`config.mk`:
```
export PLATFORM = sky130hd
export DESIGN_NAME = wcache_ctrl
export DESIGN_NICKNAME = d
export VERILOG_FILES = /design/src/rtl/wcache_pkg.sv /design/src/rtl/wcache_line.sv /design/src/rtl/wcache_fsm.sv /design/src/rtl/wcache_memport.sv /design/src/rtl/wcache_ctrl.sv
export SDC_FILE = /design/constraint.sdc
export NUM_CORES = 1
export LEC_CHECK = 0
export ABC_CLOCK_PERIOD_IN_PS = 2900
export BUFFER_PORTS_ARGS = -buffer_cell sky130_fd_sc_hd__clkbuf_2
export CAP_MARGIN = 25
export CORE_MARGIN = 4
export CORE_UTILIZATION = 25
export CTS_CLUSTER_DIAMETER = 60
export DETAILED_ROUTE_END_ITERATION = 10
export PLACE_DENSITY = 0.41
export SKIP_LAST_GASP = 1
export SLEW_MARGIN = 0
export SYNTH_ARGS = -nofsm -noshare
export SYNTH_HDL_FRONTEND = slang
export SYNTH_HIERARCHICAL = 1
export SYNTH_SLANG_ARGS = --single-unit
```
`constraint.sdc`:
```
create_clock -name clk -period 2.9 [get_ports clk]
set_clock_uncertainty 0.05 [all_clocks]
set_input_delay 0.58 -clock clk [delete_from_list [all_inputs] [get_ports clk]]
set_output_delay 0.58 -clock clk [all_outputs]
set_load 0.1 [all_outputs]
```
`src/rtl/wcache_pkg.sv`:
```
package wcache_pkg;

  typedef enum logic [1:0] {
    ST_IDLE  = 2'd0,
    ST_EVICT = 2'd1,
    ST_FETCH = 2'd2,
    ST_FWD   = 2'd3
  } cstate_t;

  // A replacement needs a write-back only when the line holds modified data
  function automatic logic must_evict(input logic valid, input logic dirty);
    return valid & dirty;
  endfunction

  // First state of a miss that brings a block into the line
  function automatic cstate_t miss_entry(input logic victim_dirty);
    return victim_dirty ? ST_EVICT : ST_FETCH;
  endfunction

endpackage

```
`src/rtl/wcache_line.sv`:
```
module wcache_line #(
  parameter int TAG_W  = 8,
  parameter int DATA_W = 32
) (
  input  logic              clk,
  input  logic              rst_n,
  input  logic [TAG_W-1:0]  lookup_blk,
  output logic              hit,
  output logic              victim_dirty,
  input  logic              upd_en,
  input  logic [DATA_W-1:0] upd_data,
  input  logic              upd_mark,
  input  logic              fill_en,
  input  logic [TAG_W-1:0]  fill_blk,
  input  logic [DATA_W-1:0] fill_data,
  input  logic              fill_mark,
  input  logic              clean_en,
  output logic              valid,
  output logic              dirty,
  output logic [TAG_W-1:0]  tag,
  output logic [DATA_W-1:0] data
);
  import wcache_pkg::*;

  function automatic logic tag_match(input logic v, input logic [TAG_W-1:0] t,
                                     input logic [TAG_W-1:0] b);
    return v && (t == b);
  endfunction

  assign hit          = tag_match(valid, tag, lookup_blk);
  assign victim_dirty = must_evict(valid, dirty);

  always_ff @(posedge clk) begin
    if (!rst_n) begin
      valid <= 1'b0;
      dirty <= 1'b0;
      tag   <= '0;
      data  <= '0;
    end else if (fill_en) begin
      valid <= 1'b1;
      tag   <= fill_blk;
      data  <= fill_data;
      dirty <= fill_mark;
    end else begin
      if (upd_en) begin
        data <= upd_data;
        if (upd_mark) dirty <= 1'b1;
      end
      if (clean_en) dirty <= 1'b0;
    end
  end

endmodule

```
`src/rtl/wcache_fsm.sv`:
```
module wcache_fsm (
  input  logic                 clk,
  input  logic                 rst_n,
  input  logic                 cpu_req,
  input  logic                 cpu_we,
  input  logic                 wb_mode,
  input  logic                 hit,
  input  logic                 victim_dirty,
  input  logic                 mem_ack,
  output wcache_pkg::cstate_t  state,
  output logic                 ready,
  output logic                 accept,
  output logic                 mode_q
);
  import wcache_pkg::*;

  cstate_t nxt;

  assign ready  = (state == ST_IDLE);
  assign accept = ready & cpu_req;

  always_comb begin
    nxt = state;
    unique case (state)
      ST_IDLE: begin
        if (accept) begin
          if (!cpu_we)      nxt = hit ? ST_IDLE : miss_entry(victim_dirty);
          else if (wb_mode) nxt = hit ? ST_IDLE : miss_entry(victim_dirty);
          else              nxt = ST_FWD;
        end
      end
      ST_EVICT: if (mem_ack) nxt = ST_FETCH;
      ST_FETCH: if (mem_ack) nxt = ST_IDLE;
      ST_FWD:   if (mem_ack) nxt = ST_IDLE;
      default:  nxt = ST_IDLE;
    endcase
  end

  always_ff @(posedge clk) begin
    if (!rst_n) begin
      state  <= ST_IDLE;
      mode_q <= 1'b1;
    end else begin
      state <= nxt;
      if (accept) mode_q <= wb_mode;
    end
  end

endmodule

```
`src/rtl/wcache_memport.sv`:
```
module wcache_memport #(
  parameter int TAG_W  = 8,
  parameter int DATA_W = 32
) (
  input  wcache_pkg::cstate_t state,
  input  logic [TAG_W-1:0]    victim_tag,
  input  logic [DATA_W-1:0]   victim_data,
  input  logic [TAG_W-1:0]    req_blk,
  input  logic [DATA_W-1:0]   req_wdata,
  output logic                mem_req,
  output logic                mem_we,
  output logic [TAG_W-1:0]    mem_blk,
  output logic [DATA_W-1:0]   mem_wdata
);
  import wcache_pkg::*;

  always_comb begin
    mem_req   = 1'b0;
    mem_we    = 1'b0;
    mem_blk   = req_blk;
    mem_wdata = req_wdata;
    unique case (state)
      ST_EVICT: begin
        mem_req   = 1'b1;
        mem_we    = 1'b1;
        mem_blk   = victim_tag;
        mem_wdata = victim_data;
      end
      ST_FETCH: mem_req = 1'b1;
      ST_FWD: begin
        mem_req = 1'b1;
        mem_we  = 1'b1;
      end
      default: mem_req = 1'b0;
    endcase
  end

endmodule

```
`src/rtl/wcache_ctrl.sv`:
```
module wcache_ctrl #(
  parameter int TAG_W  = 8,
  parameter int DATA_W = 32
) (
  input  logic              clk,
  input  logic              rst_n,
  input  logic              wb_mode,
  input  logic              cpu_req,
  input  logic              cpu_we,
  input  logic [TAG_W-1:0]  cpu_blk,
  input  logic [DATA_W-1:0] cpu_wdata,
  output logic              cpu_ready,
  output logic              cpu_rvalid,
  output logic [DATA_W-1:0] cpu_rdata,
  output logic              mem_req,
  output logic              mem_we,
  output logic [TAG_W-1:0]  mem_blk,
  output logic [DATA_W-1:0] mem_wdata,
  input  logic              mem_ack,
  input  logic [DATA_W-1:0] mem_rdata
);
  import wcache_pkg::*;

  cstate_t           state;
  logic              ev_accept;
  logic              ev_hit;
  logic              ev_evict_done;
  logic              ev_fill_done;
  logic              mode_q;
  logic              victim_dirty;
  logic              line_valid;
  logic              line_dirty;
  logic [TAG_W-1:0]  line_tag;
  logic [DATA_W-1:0] line_data;
  logic              req_we_q;
  logic [TAG_W-1:0]  req_blk_q;
  logic [DATA_W-1:0] req_wdata_q;
  logic              rvalid_q;
  logic [DATA_W-1:0] rdata_q;

  logic              upd_en;
  logic              fill_en;
  logic [DATA_W-1:0] fill_data;

  wcache_fsm u_fsm (
    .clk          (clk),
    .rst_n        (rst_n),
    .cpu_req      (cpu_req),
    .cpu_we       (cpu_we),
    .wb_mode      (wb_mode),
    .hit          (ev_hit),
    .victim_dirty (victim_dirty),
    .mem_ack      (mem_ack),
    .state        (state),
    .ready        (cpu_ready),
    .accept       (ev_accept),
    .mode_q       (mode_q)
  );

  assign ev_evict_done = (state == ST_EVICT) && mem_ack;
  assign ev_fill_done  = (state == ST_FETCH) && mem_ack;

  // A hit write updates the copy in both modes; only write-back marks it
  assign upd_en    = ev_accept && cpu_we && ev_hit;
  assign fill_en   = ev_fill_done;
  assign fill_data = req_we_q ? req_wdata_q : mem_rdata;

  wcache_line #(.TAG_W(TAG_W), .DATA_W(DATA_W)) u_line (
    .clk          (clk),
    .rst_n        (rst_n),
    .lookup_blk   (cpu_blk),
    .hit          (ev_hit),
    .victim_dirty (victim_dirty),
    .upd_en       (upd_en),
    .upd_data     (cpu_wdata),
    .upd_mark     (wb_mode),
    .fill_en      (fill_en),
    .fill_blk     (req_blk_q),
    .fill_data    (fill_data),
    .fill_mark    (req_we_q),
    .clean_en     (ev_evict_done),
    .valid        (line_valid),
    .dirty        (line_dirty),
    .tag          (line_tag),
    .data         (line_data)
  );

  wcache_memport #(.TAG_W(TAG_W), .DATA_W(DATA_W)) u_mem (
    .state       (state),
    .victim_tag  (line_tag),
    .victim_data (line_data),
    .req_blk     (req_blk_q),
    .req_wdata   (req_wdata_q),
    .mem_req     (mem_req),
    .mem_we      (mem_we),
    .mem_blk     (mem_blk),
    .mem_wdata   (mem_wdata)
  );

  always_ff @(posedge clk) begin
    if (!rst_n) begin
      req_we_q    <= 1'b0;
      req_blk_q   <= '0;
      req_wdata_q <= '0;
      rvalid_q    <= 1'b0;
      rdata_q     <= '0;
    end else begin
      if (ev_accept) begin
        req_we_q    <= cpu_we;
        req_blk_q   <= cpu_blk;
        req_wdata_q <= cpu_wdata;
      end
      rvalid_q <= 1'b0;
      if (ev_accept && !cpu_we && ev_hit) begin
        rvalid_q <= 1'b1;
        rdata_q  <= line_data;
      end else if (ev_fill_done && !req_we_q) begin
        rvalid_q <= 1'b1;
        rdata_q  <= mem_rdata;
      end
    end
  end

  assign cpu_rvalid = rvalid_q;
  assign cpu_rdata  = rdata_q;

endmodule

```
# After elaboration in Yosys (flattened, before gate mapping)
# Cells that the tools add are included.
[op_classes] n_eq_ne=7 n_mux=23 bitwise_logic=2 n_reduce_logical=20
[ops] operator="2-to-1 mux 32 bit" count=6
[ops] operator="2-to-1 mux 2 bit" count=7
[ops] operator="== test 8 bit" count=1
[ops] operator="logical AND 1 bit" count=8
[ops] operator="2-to-1 mux 1 bit" count=8
[ops] operator="2-to-1 mux 8 bit" count=1
[ops] operator="one-hot mux 2 bit (3 select lines)" count=1
[ops] operator="nonzero test 3 bit" count=2
[ops] operator="== test 2 bit, second input constant" count=2
[ops] operator="inequality test 2 bit, second input constant" count=2
[ops] operator="nonzero test 2 bit" count=2
[ops] operator="OR reduction 2 bit" count=2
[ops] operator="AND reduction 3 bit" count=1
[ops] operator="OR reduction 3 bit" count=1
[ops] operator="AND 1 bit" count=2
[ops] operator="== test 2 x 1 -> 1 bit, second input constant" count=1
[ops] operator="zero test 1 bit" count=2
[ops] operator="zero test 2 bit" count=1
[ops] operator="inequality test 2 x 1 -> 1 bit, second input constant" count=1
[ops] operator="AND reduction 2 bit" count=1
[totals] regBits=118 out_inout_bits=76

# Logic depth before layout (Yosys ltp)
[logic_depth] ltp_word=7 ltp_mapped=9

# Modules after synthesis
# Netlist, hierarchy kept.
[by_module_without_submodules] module="wcache_ctrl" instances=1 cells_per_inst=320 area_per_inst_um2=3355.7
[by_module_without_submodules] module="wcache_line" instances=1 cells_per_inst=220 area_per_inst_um2=2033.2
[by_module_without_submodules] module="wcache_memport" instances=1 cells_per_inst=47 area_per_inst_um2=545.5
[by_module_without_submodules] module="wcache_fsm" instances=1 cells_per_inst=18 area_per_inst_um2=176.4

# Worst setup path after synthesis
# Ideal clock, no wire load.
[synth_path] kind="register to output" start="register u_fsm.state[1]" end="output port cpu_ready" arrival_time_ns=1.694 required_ns=2.270 path_slack_ns=0.576 stages_incl_launch_ff=2 path_buffers=0 cell_sequence="dfxtp_1 > nor2_1"
[synth_between] elab_chain_cells=1
[synth_lines] item="start, declared" line_no="wcache_fsm.sv:10" source="output wcache_pkg::cstate_t state,"
[synth_lines] item="start signal, assigned" line_no="wcache_fsm.sv:44" source="state <= nxt;"
[synth_lines] item="zero test 2 bit" line_no="wcache_fsm.sv:19" source="assign ready = (state == ST_IDLE);"
[synth_lines] item="end, declared" line_no="wcache_ctrl.sv:12" source="output logic cpu_ready,"
# Every way passes these cells.

# Final worst setup path
[layout_path] start="register u_fsm.state[1]" end="output port mem_wdata[6]"
[layout_between] elab_chain_cells=2
[layout_lines] item="== test 2 x 1 -> 1 bit" line_no="wcache_memport.sv:22" source="unique case (state)"
[layout_lines] item="2-to-1 mux 32 bit" line_no="wcache_memport.sv:22"
[layout_lines] item="end, declared" line_no="wcache_ctrl.sv:18" source="output logic [DATA_W-1:0] mem_wdata,"
# Every way passes these cells.

==> results.json <==
{
  "fin_nets": 818,
  "power.density_nw_per_um2": 615,
  "fin_area_um2": 8270,
  "peakVddDrop_mv": 0.303,
  "path_delay_family": "buffers and inverters",
  "syn-num-nets": 680,
  "root_buffer": "clkbuf_16",
  "ios": 154,
  "max_freq_ghz": 0.378,
  "crit_chain": "nor2b_4 > buf_4 > mux2_2 > buf_12",
  "cts.clk_slew.worst_paths_ns": 0.06,
  "wl_mm": 17.9,
  "min_period_ns": 2.65,
  "worst-r2r-setup-slack_ns": 0.67,
  "status": "completed",
  "drt_iter0_drc": 156,
  "insertion_delay_ns": 0.41,
  "drv_cap": 0,
  "rsz0062_at_grt": "false",
  "viasPerCell": 4.41,
  "setup_tns_ns": 0,
  "drc": 0,
  "cts_buffer_depth": 2,
  "cp-start-kind": "register",
  "leakage_nw": 3.22,
  "gp_congestion": 0.763,
  "overflow": 0,
  "path_max_fanout": 22,
  "postCtsSetupRepairBufs": 0,
  "postSynthAreaPerCell_um2": 10.1,
  "cts_made_buffers": 17,
  "required_ns": 2.27,
  "drive_gt1_frac": 0.372,
  "synth_warnings": 6,
  "area_growth_syn_to_layout_pct": 36.0,
  "grt_max_degree": 66,
  "synthesis.area_um2": 6080,
  "end_kind": "output port",
  "worst_slew_pin_slew_ns": 0.689,
  "path_buf_inv": 2,
  "drv_slew": 0,
  "relSlewSlack": 0.541,
  "grt_pass1_wl_mm": 28.5,
  "cts_tree": "yes",
  "slowest_delay_ns": 0.45,
  "htreeDepth": 4,
  "critPathKind": "register to output port",
  "rows": 56,
  "wl_per_cell_um": 16.7,
  "slowest_stage": "dfxtp_1",
  "grtUsageTotal": 0.136,
  "cts.repair.resized": 0,
  "vias": 4729,
  "fp.coreArea_um2": 23700,
  "setup_viol": 0,
  "clock-sinks": 118,
  "finalHoldViolations": 0,
  "die_h_um": 164,
  "portBuffers": 153,
  "die-area_um2": 26900,
  "finalCritPeriodShare": 0.912,
  "hpwl_mm": 12.2,
  "hold_path_class": "primary input to register",
  "start_util": 0.257,
  "cts_hold_buf": 0,
  "die_width_um": 164,
  "synth_cells": 602,
  "firstDrtPassIters": 6,
  "drtAntennaViolNets": 0,
  "first_global_vias": 5041,
  "cp_data_arrival_time_ns": 2.02,
  "placed_cell_area_um2": 7670,
  "antenna_found_initial": 1
}
## power breakdown
part	internal [mW]	total [mW]	leakage (nW)	switching [mW]
Clock	1.37	2.13	0.292	0.756
Sequential	1.71	1.77	0.962	0.0681
Combinational	0.429	1.18	1.96	0.754
## tightest hold or removal path: stages
cell and delay (ns):
clkbuf_2 0.09, mux2i_1 0.06, nor2b_1 0.09
## worst paths after layout
kind / from / end / cells past startpoint
max: u_fsm/state[1] / mem_wdata[6] / 4
min: cpu_blk[7] / req_blk_q[7] / 3
max reg2reg: u_line/tag[6] / u_line/data[31] / 8
min reg2reg: u_line/valid / u_line/valid / 1
## state kept, by name, summed over array words and instances, names as in the netlist
name          cells
cpu_rdata        32
cpu_rvalid        1
req_blk_q         8
req_wdata_q      32
req_we_q          1
u_fsm/state       2
u_line/data      32
u_line/dirty      1
u_line/tag        8
u_line/valid      1
## area by class of cell
| type | count | area [um2] |
|---|---|---|
| Sequential cell | 118 | 2360 |
| Tap cell | 319 | 399 |
| Fill cell | 2440 | 15400 |
| Timing Repair Buffer | 168 | 1530 |
| Antenna cell | 1 | 2.50 |
| Multi-Input combinational cell | 433 | 3370 |
| Clock inverter | 8 | 95.1 |
| Clock buffer | 24 | 502 |
| Inverter | 2 | 7.51 |
## routing by layer
layer	up-vias	part of all wire	wire length, um	GRT usage
li1	2379	-	-	-
met5	-	0	0	0
met3	23	0.053	948	0.0424
met4	0	0.024	432	0.0534
met1	2221	0.44	7840	0.164
met2	106	0.48	8680	0.226
## through the flow
step                hold slack, ns  utilization  worst slack, ns  std cells  total power [mW]
global placement             0.417        0.324            0.381       1040              2.99
detailed placement           0.422        0.324            0.319       1040              3.01
CTS                          0.386        0.349            0.211       1072              5.18
floorplan                    0.392            -            0.576        602              2.63
global route                 0.396        0.349            0.160       1073              5.32
finish                       0.406        0.349            0.254       1073              5.09
## cell usage in the layout, fill, tap and decap left out, types with 17 or more instances in the layout
cell type,instances
a21oi_1,32
and2_1,34
buf_12,44
clkbuf_16,17
clkbuf_2,112
dfxtp_1,117
mux2_2,69
mux2i_1,114
nand2_1,35
nor2b_1,51
o21ai_0,35
o21ai_1,30
Power figures use the tool's default switching activity.
